--- src/rtl/irq_mesh_pkg.sv ---
package irq_mesh_pkg;
  // Request latch indices.
  localparam int IDX_NMI  = 0;
  localparam int IDX_FIRQ = 1;
  localparam int IDX_MIRQ = 2;
  localparam int IDX_SUB  = 3;
  localparam int IDX_SND  = 4;
  localparam int NUM_REQ  = 5;

  // Main-side offsets. The clear/clear/clear/assert run must stay consecutive.
  localparam int MOFS_SND_CMD  = 0;
  localparam int MOFS_NMI_CLR  = 1;
  localparam int MOFS_FIRQ_CLR = 2;
  localparam int MOFS_MIRQ_CLR = 3;
  localparam int MOFS_SUB_SET  = 4;
  localparam int MOFS_CTRL     = 5;

  // Sub-side offsets.
  localparam int SOFS_MIRQ_SET = 0;
  localparam int SOFS_SUB_CLR  = 1;
  localparam int SOFS_CTRL     = 2;

  // Main control register field positions.
  localparam int PRI_LSB  = 0;
  localparam int BANK_BIT = 3;
endpackage

--- src/rtl/irq_mesh_latch.sv ---
module irq_mesh_latch #(
  parameter int N = 5
) (
  input  logic         clk,
  input  logic         rst,
  input  logic [N-1:0] set_i,
  input  logic [N-1:0] clr_i,
  output logic [N-1:0] q_o
);
  for (genvar g = 0; g < N; g++) begin : g_bit
    always_ff @(posedge clk) begin
      if (rst)
        q_o[g] <= 1'b0;
      else if (set_i[g])
        q_o[g] <= 1'b1;
      else if (clr_i[g])
        q_o[g] <= 1'b0;
    end
  end
endmodule

--- src/rtl/irq_mesh_reg.sv ---
module irq_mesh_reg #(
  parameter int W = 8
) (
  input  logic         clk,
  input  logic         rst,
  input  logic         load_i,
  input  logic [W-1:0] d_i,
  output logic [W-1:0] q_o
);
  always_ff @(posedge clk) begin
    if (rst)
      q_o <= '0;
    else if (load_i)
      q_o <= d_i;
  end
endmodule

--- src/rtl/irq_mesh_main_dec.sv ---
module irq_mesh_main_dec
  import irq_mesh_pkg::*;
#(
  parameter int AW = 4
) (
  input  logic          wr_i,
  input  logic [AW-1:0] addr_i,
  output logic          snd_load_o,
  output logic          nmi_clr_o,
  output logic          firq_clr_o,
  output logic          mirq_clr_o,
  output logic          sub_set_o,
  output logic          ctrl_load_o
);
  always_comb begin
    snd_load_o  = wr_i && (addr_i == AW'(MOFS_SND_CMD));
    nmi_clr_o   = wr_i && (addr_i == AW'(MOFS_NMI_CLR));
    firq_clr_o  = wr_i && (addr_i == AW'(MOFS_FIRQ_CLR));
    mirq_clr_o  = wr_i && (addr_i == AW'(MOFS_MIRQ_CLR));
    sub_set_o   = wr_i && (addr_i == AW'(MOFS_SUB_SET));
    ctrl_load_o = wr_i && (addr_i == AW'(MOFS_CTRL));
  end
endmodule

--- src/rtl/irq_mesh_sub_dec.sv ---
module irq_mesh_sub_dec
  import irq_mesh_pkg::*;
#(
  parameter int AW = 2
) (
  input  logic          wr_i,
  input  logic [AW-1:0] addr_i,
  output logic          mirq_set_o,
  output logic          sub_clr_o,
  output logic          ctrl_load_o
);
  always_comb begin
    mirq_set_o  = wr_i && (addr_i == AW'(SOFS_MIRQ_SET));
    sub_clr_o   = wr_i && (addr_i == AW'(SOFS_SUB_CLR));
    ctrl_load_o = wr_i && (addr_i == AW'(SOFS_CTRL));
  end
endmodule

--- src/rtl/cpu_irq_mesh.sv ---
module cpu_irq_mesh
  import irq_mesh_pkg::*;
#(
  parameter int MAIN_AW = 4,
  parameter int SUB_AW  = 2,
  parameter int DATA_W  = 8,
  parameter int PRI_W   = 3
) (
  input  logic               clk,
  input  logic               rst,
  input  logic               vblank_pulse,
  input  logic               line8_pulse,
  input  logic               main_wr,
  input  logic [MAIN_AW-1:0] main_addr,
  input  logic [DATA_W-1:0]  main_wdata,
  input  logic               sub_wr,
  input  logic [SUB_AW-1:0]  sub_addr,
  input  logic [DATA_W-1:0]  sub_wdata,
  input  logic               snd_rd,
  output logic               main_nmi,
  output logic               main_firq,
  output logic               main_irq,
  output logic               sub_irq,
  output logic               snd_irq,
  output logic [DATA_W-1:0]  snd_cmd,
  output logic [PRI_W-1:0]   layer_pri,
  output logic               main_bank,
  output logic               sub_bank
);
  localparam int CTRL_W = PRI_W + 1;

  logic snd_load, nmi_clr, firq_clr, mirq_clr, sub_set, mctrl_load;
  logic mirq_set, sub_clr, sctrl_load;
  logic [NUM_REQ-1:0] req_set, req_clr, req_q;
  logic [CTRL_W-1:0]  mctrl_d, mctrl_q;
  logic               unused_data;

  irq_mesh_main_dec #(.AW(MAIN_AW)) u_main_dec (
    .wr_i(main_wr), .addr_i(main_addr),
    .snd_load_o(snd_load), .nmi_clr_o(nmi_clr), .firq_clr_o(firq_clr),
    .mirq_clr_o(mirq_clr), .sub_set_o(sub_set), .ctrl_load_o(mctrl_load)
  );

  irq_mesh_sub_dec #(.AW(SUB_AW)) u_sub_dec (
    .wr_i(sub_wr), .addr_i(sub_addr),
    .mirq_set_o(mirq_set), .sub_clr_o(sub_clr), .ctrl_load_o(sctrl_load)
  );

  always_comb begin
    req_set           = '0;
    req_clr           = '0;
    req_set[IDX_NMI]  = vblank_pulse;
    req_clr[IDX_NMI]  = nmi_clr;
    req_set[IDX_FIRQ] = line8_pulse;
    req_clr[IDX_FIRQ] = firq_clr;
    req_set[IDX_MIRQ] = mirq_set;
    req_clr[IDX_MIRQ] = mirq_clr;
    req_set[IDX_SUB]  = sub_set;
    req_clr[IDX_SUB]  = sub_clr;
    req_set[IDX_SND]  = snd_load;
    req_clr[IDX_SND]  = snd_rd;
  end

  irq_mesh_latch #(.N(NUM_REQ)) u_req (
    .clk(clk), .rst(rst), .set_i(req_set), .clr_i(req_clr), .q_o(req_q)
  );

  irq_mesh_reg #(.W(DATA_W)) u_snd_cmd (
    .clk(clk), .rst(rst), .load_i(snd_load), .d_i(main_wdata), .q_o(snd_cmd)
  );

  assign mctrl_d = {main_wdata[BANK_BIT], main_wdata[PRI_LSB +: PRI_W]};

  irq_mesh_reg #(.W(CTRL_W)) u_main_ctrl (
    .clk(clk), .rst(rst), .load_i(mctrl_load), .d_i(mctrl_d), .q_o(mctrl_q)
  );

  irq_mesh_reg #(.W(1)) u_sub_ctrl (
    .clk(clk), .rst(rst), .load_i(sctrl_load), .d_i(sub_wdata[0]), .q_o(sub_bank)
  );

  assign unused_data = ^{main_wdata[DATA_W-1:CTRL_W], sub_wdata[DATA_W-1:1]};

  assign main_nmi  = req_q[IDX_NMI];
  assign main_firq = req_q[IDX_FIRQ];
  assign main_irq  = req_q[IDX_MIRQ];
  assign sub_irq   = req_q[IDX_SUB];
  assign snd_irq   = req_q[IDX_SND];
  assign layer_pri = mctrl_q[PRI_W-1:0];
  assign main_bank = mctrl_q[PRI_W];
endmodule

--- config.mk ---
export PLATFORM = sky130hd
export DESIGN_NAME = cpu_irq_mesh
export DESIGN_NICKNAME = d
export VERILOG_FILES = /design/src/rtl/irq_mesh_pkg.sv /design/src/rtl/irq_mesh_latch.sv /design/src/rtl/irq_mesh_reg.sv /design/src/rtl/irq_mesh_main_dec.sv /design/src/rtl/irq_mesh_sub_dec.sv /design/src/rtl/cpu_irq_mesh.sv
export SDC_FILE = /design/constraint.sdc
export NUM_CORES = 1
export LEC_CHECK = 0
export BUFFER_PORTS_ARGS = -buffer_cell sky130_fd_sc_hd__buf_4
export CAP_MARGIN = 20
export CORE_MARGIN = 4
export CORE_UTILIZATION = 40
export DETAILED_ROUTE_END_ITERATION = 8
export PLACE_DENSITY = 0.87
export REMOVE_ABC_BUFFERS = 1
export SKIP_LAST_GASP = 1
export SYNTH_ARGS = -nofsm -noshare
export SYNTH_HDL_FRONTEND = slang
export SYNTH_HIERARCHICAL = 1
export SYNTH_SLANG_ARGS = --single-unit
--- constraint.sdc ---
create_clock -name clk -period 2.5 [get_ports clk]
set_clock_uncertainty 0.15 [all_clocks]
set_input_delay 0.5 -clock clk [delete_from_list [all_inputs] [get_ports clk]]
set_output_delay 0.5 -clock clk [all_outputs]
set_load 0.01 [all_outputs]
==> summary.txt <==
Critical path
  • Crit path required time: 2540 ps
  • Crit path launch type: input pin
  • Max incr delay on CP: 400 ps
  • CP bufs+invs: 2
  • Endpoint arrival time on the critical path: 1660 ps
  • Type of the worst setup path: in2reg
  • Critical Path Fanout Max: 9
  • Ordered cell list for the critical path: buf_4, or3b_4, nor3_1, buf_4, mux2i_1, nor2_1
  • CP top delay family: simple AND/OR/NAND/NOR gates
  • CP Capture Type: register
  • CP max stage cell: or3b_4
  • CP most frequent cell: buf_4

Clock network
  • Clock latency on the worst-skew pair: approximately 290 ps
  • H-tree levels: 1
  • Cts bufs inserted: 3
  • CTS Sinks: 18
  • CTS Buffer Depth: 2
  • Post-CTS setup buffer count: 0
  • Clock Root Buffer: clkbuf_4
  • TritonCTS clock tree: yes
  • Post_cts resized: 0
  • Hold Buf Count CTS: 0
  • Reg clk slew, reported paths: 90 ps

Routing
  • DR pass1 iterations: 4
  • Remaining antenna violation count: 0
  • DRT Wirelength: 1690 µm
  • Via density: 4.68
  • Via count: 660
  • Drt first-iter violations: 4
  • DRC: 0
  • Avg WL per Cell: 12.0 µm

Logic synthesis
  • Sequential fraction of the synthesis area: 49.7%
  • Synth Register Bits: 18
  • Synth Instances: 76
  • Post-Syn Area: ~720 µm²
  • Simple-gate share of the synthesized area: 22.5%
  • Mux cell area share after synthesis: 18.0%
  • Mapped Avg Cell Area: between 9 and 10 µm²
  • Synth Area in Compound Gates: 3.45%
  • Post-synthesis xor/xnor area fraction: 0%
  • Synth warn: 6
  • Largest family of logic cells by synthesized area: simple AND/OR/NAND/NOR gates
  • Post-synth cell types: 14
  • Adder-cell share of the synthesized area: 0%

Timing
  • Max Freq: just over 0.6 GHz
  • WHS: about 290 ps
  • Hold Vio Cnt, Final: 0
  • Relative slew margins: 69.7%
  • Max-slew violations: 0
  • RSZ-0062 raised after global routing: false
  • Final Critical Period: 1620 ps
  • Tcrit/Tclk final: 64.9%
  • Fin Setup TNS: 0 ps
  • Worst Max-Slew Pin Slew: 453 ps
  • Setup violations, final: 0

Final layout
  • Share of layout cells above drive strength 1: 38.8%
  • # diodes: 0
  • Design Area, Final: about 1100 µm²
  • FF+latch area: 360 µm²
  • Combined area of the multi-input logic cells: 318 µm²
  • NumNets Final: 147
  • Area Overhead vs Synth: 46.1%
  • Fillers: 153

Power and ir drop
  • Pwr Total: 502 µW
  • Leak: 0.475 nW
  • Power per standard cell area: 475 nW/µm²
  • Peak supply drop: around 0.00035 V

Floorplanning
  • Die area: 2560 µm²
  • FP Rows: 15
  • Die Ht: 50.6 µm
  • Starting density of the core: approximately two fifths
  • Io pins: 47
  • Die X: 50.6 µm
  • Core Area: 1730 µm²

Place
  • Port bufs: 39
  • Post-DP Area: ~1000 µm²
  • RePlAce Congestion: 0.698
  • HPWL Detailed: 1310 µm

Global route
  • Initial antenna violation count: 0
  • Largest net degree at the start of global routing: 19
  • GRT Util Overall: 14.4%
  • Total grt overflow: 0
  • Vias in the first global route: 669
  • First-pass GRT wire length: between 2000 and 3000 µm

Run
  • Max-cap check violation count: 0

Run status
  • Status: complete, no violations

Min path
  • Hold Path Class: in2reg
==> placed cells by master (no fill, tap or decap), drive strengths merged <==
cell    instances
nor2           15
clkbuf          3
inv             7
nand2b          6
a21oi           5
mux2i          13
nor3            4
nand3b          1
dfxtp          18
buf            40
nor3b           1
and3b           2
or3b            1
==> per-stage QoR <==
stage / setup WS [ps] / utilization (%) / std cells
after floorplan: 151 / - / 73
after global placement: 581 / 60.0 / 138
after detailed placement: 580 / 60.0 / 138
after CTS: 876 / 61.3 / 141
after global routing: 762 / 61.3 / 141
final: 878 / 61.3 / 141
==> state kept, by name, summed over array words and instances (netlist names) <==
register	cells
u_snd_cmd/q_o	8
u_req/q_o	5
u_main_ctrl/q_o	4
u_sub_ctrl/q_o	1
==> per-layer routing <==
metal  GRT usage (%)  routed length (µm)  up-vias
met2            24.1                 828       31
met5               0                   0        -
met1            16.7                 678      298
met3            3.26                 155        4
li1                -                   -      327
met4            8.07                  26        0
==> where the power goes <==
| group | total (mW) | leakage [nW] | switching (mW) | internal, mW |
|---|---|---|---|---|
| Clock | 0.139 | 0.0138 | 0.0831 | 0.0561 |
| Sequential | 0.297 | 0.146 | 0.00334 | 0.293 |
| Combinational | 0.0666 | 0.315 | 0.0268 | 0.0398 |
==> worst paths after layout <==
| kind | cells after the start | end | start | slack (ps) |
|---|---|---|---|---|
| max | 6 | u_snd_cmd/q_o[1]$_SDFFE_PP0P_ | main_addr[2] | 880 |
| min | 3 | u_snd_cmd/q_o[6]$_SDFFE_PP0P_ | main_wdata[6] | 290 |
| max reg2reg | 2 | u_main_ctrl/q_o[0]$_SDFFE_PP0P_ | u_main_ctrl/q_o[0]$_SDFFE_PP0P_ | 1720 |
| min reg2reg | 2 | u_req/q_o[3]$_SDFFE_PP0P_ | u_req/q_o[3]$_SDFFE_PP0P_ | 330 |
==> Yosys cell counts <==
| cell | number | area (µm²) |
|---|---|---|
| or3b_4 | 1 | 11.3 |
| inv_1 | 7 | 26.3 |
| nor3b_2 | 1 | 12.5 |
| nand3b_1 | 1 | 7.51 |
| nand2b_1 | 6 | 37.5 |
| nor3_1 | 4 | 20.0 |
| and3b_1 | 2 | 17.5 |
| a21oi_1 | 5 | 25.0 |
| clkbuf_2 | 1 | 5.00 |
| mux2i_1 | 13 | 130 |
| dfxtp_1 | 18 | 360 |
| buf_6 | 1 | 11.3 |
| nor2_1 | 15 | 56.3 |
| buf_1 | 1 | 3.75 |
==> kinds of logic (layout without fill, tap and decap cells) <==
logic type / count (synthesis) / in the layout
AOI/OAI and AO/OA: 5 / 5
buffers and inverters: 10 / 50
DFF: 18 / 18
muxes: 13 / 13
and+or+nand+nor: 30 / 30
==> cell type report <==
| cell class | instances | share of cell area [%] |
|---|---|---|
| repair buffers | 40 | 28.4 |
| inverters | 7 | 2.48 |
| multi-input cells | 48 | 30.0 |
| flip-flops and latches | 18 | 34.0 |
| clock buffers | 3 | 2.13 |
| well taps | 25 | 2.96 |
==> worst register-to-register path, delay by kind of cell, from the launching register on <==
kind | cells | cell delay (ps)
multiplexers | 1 | 140
flip-flops | 1 | 330
AND/OR/NAND/NOR | 1 | 60
No activity file was read; power rests on OpenSTA's default activity.
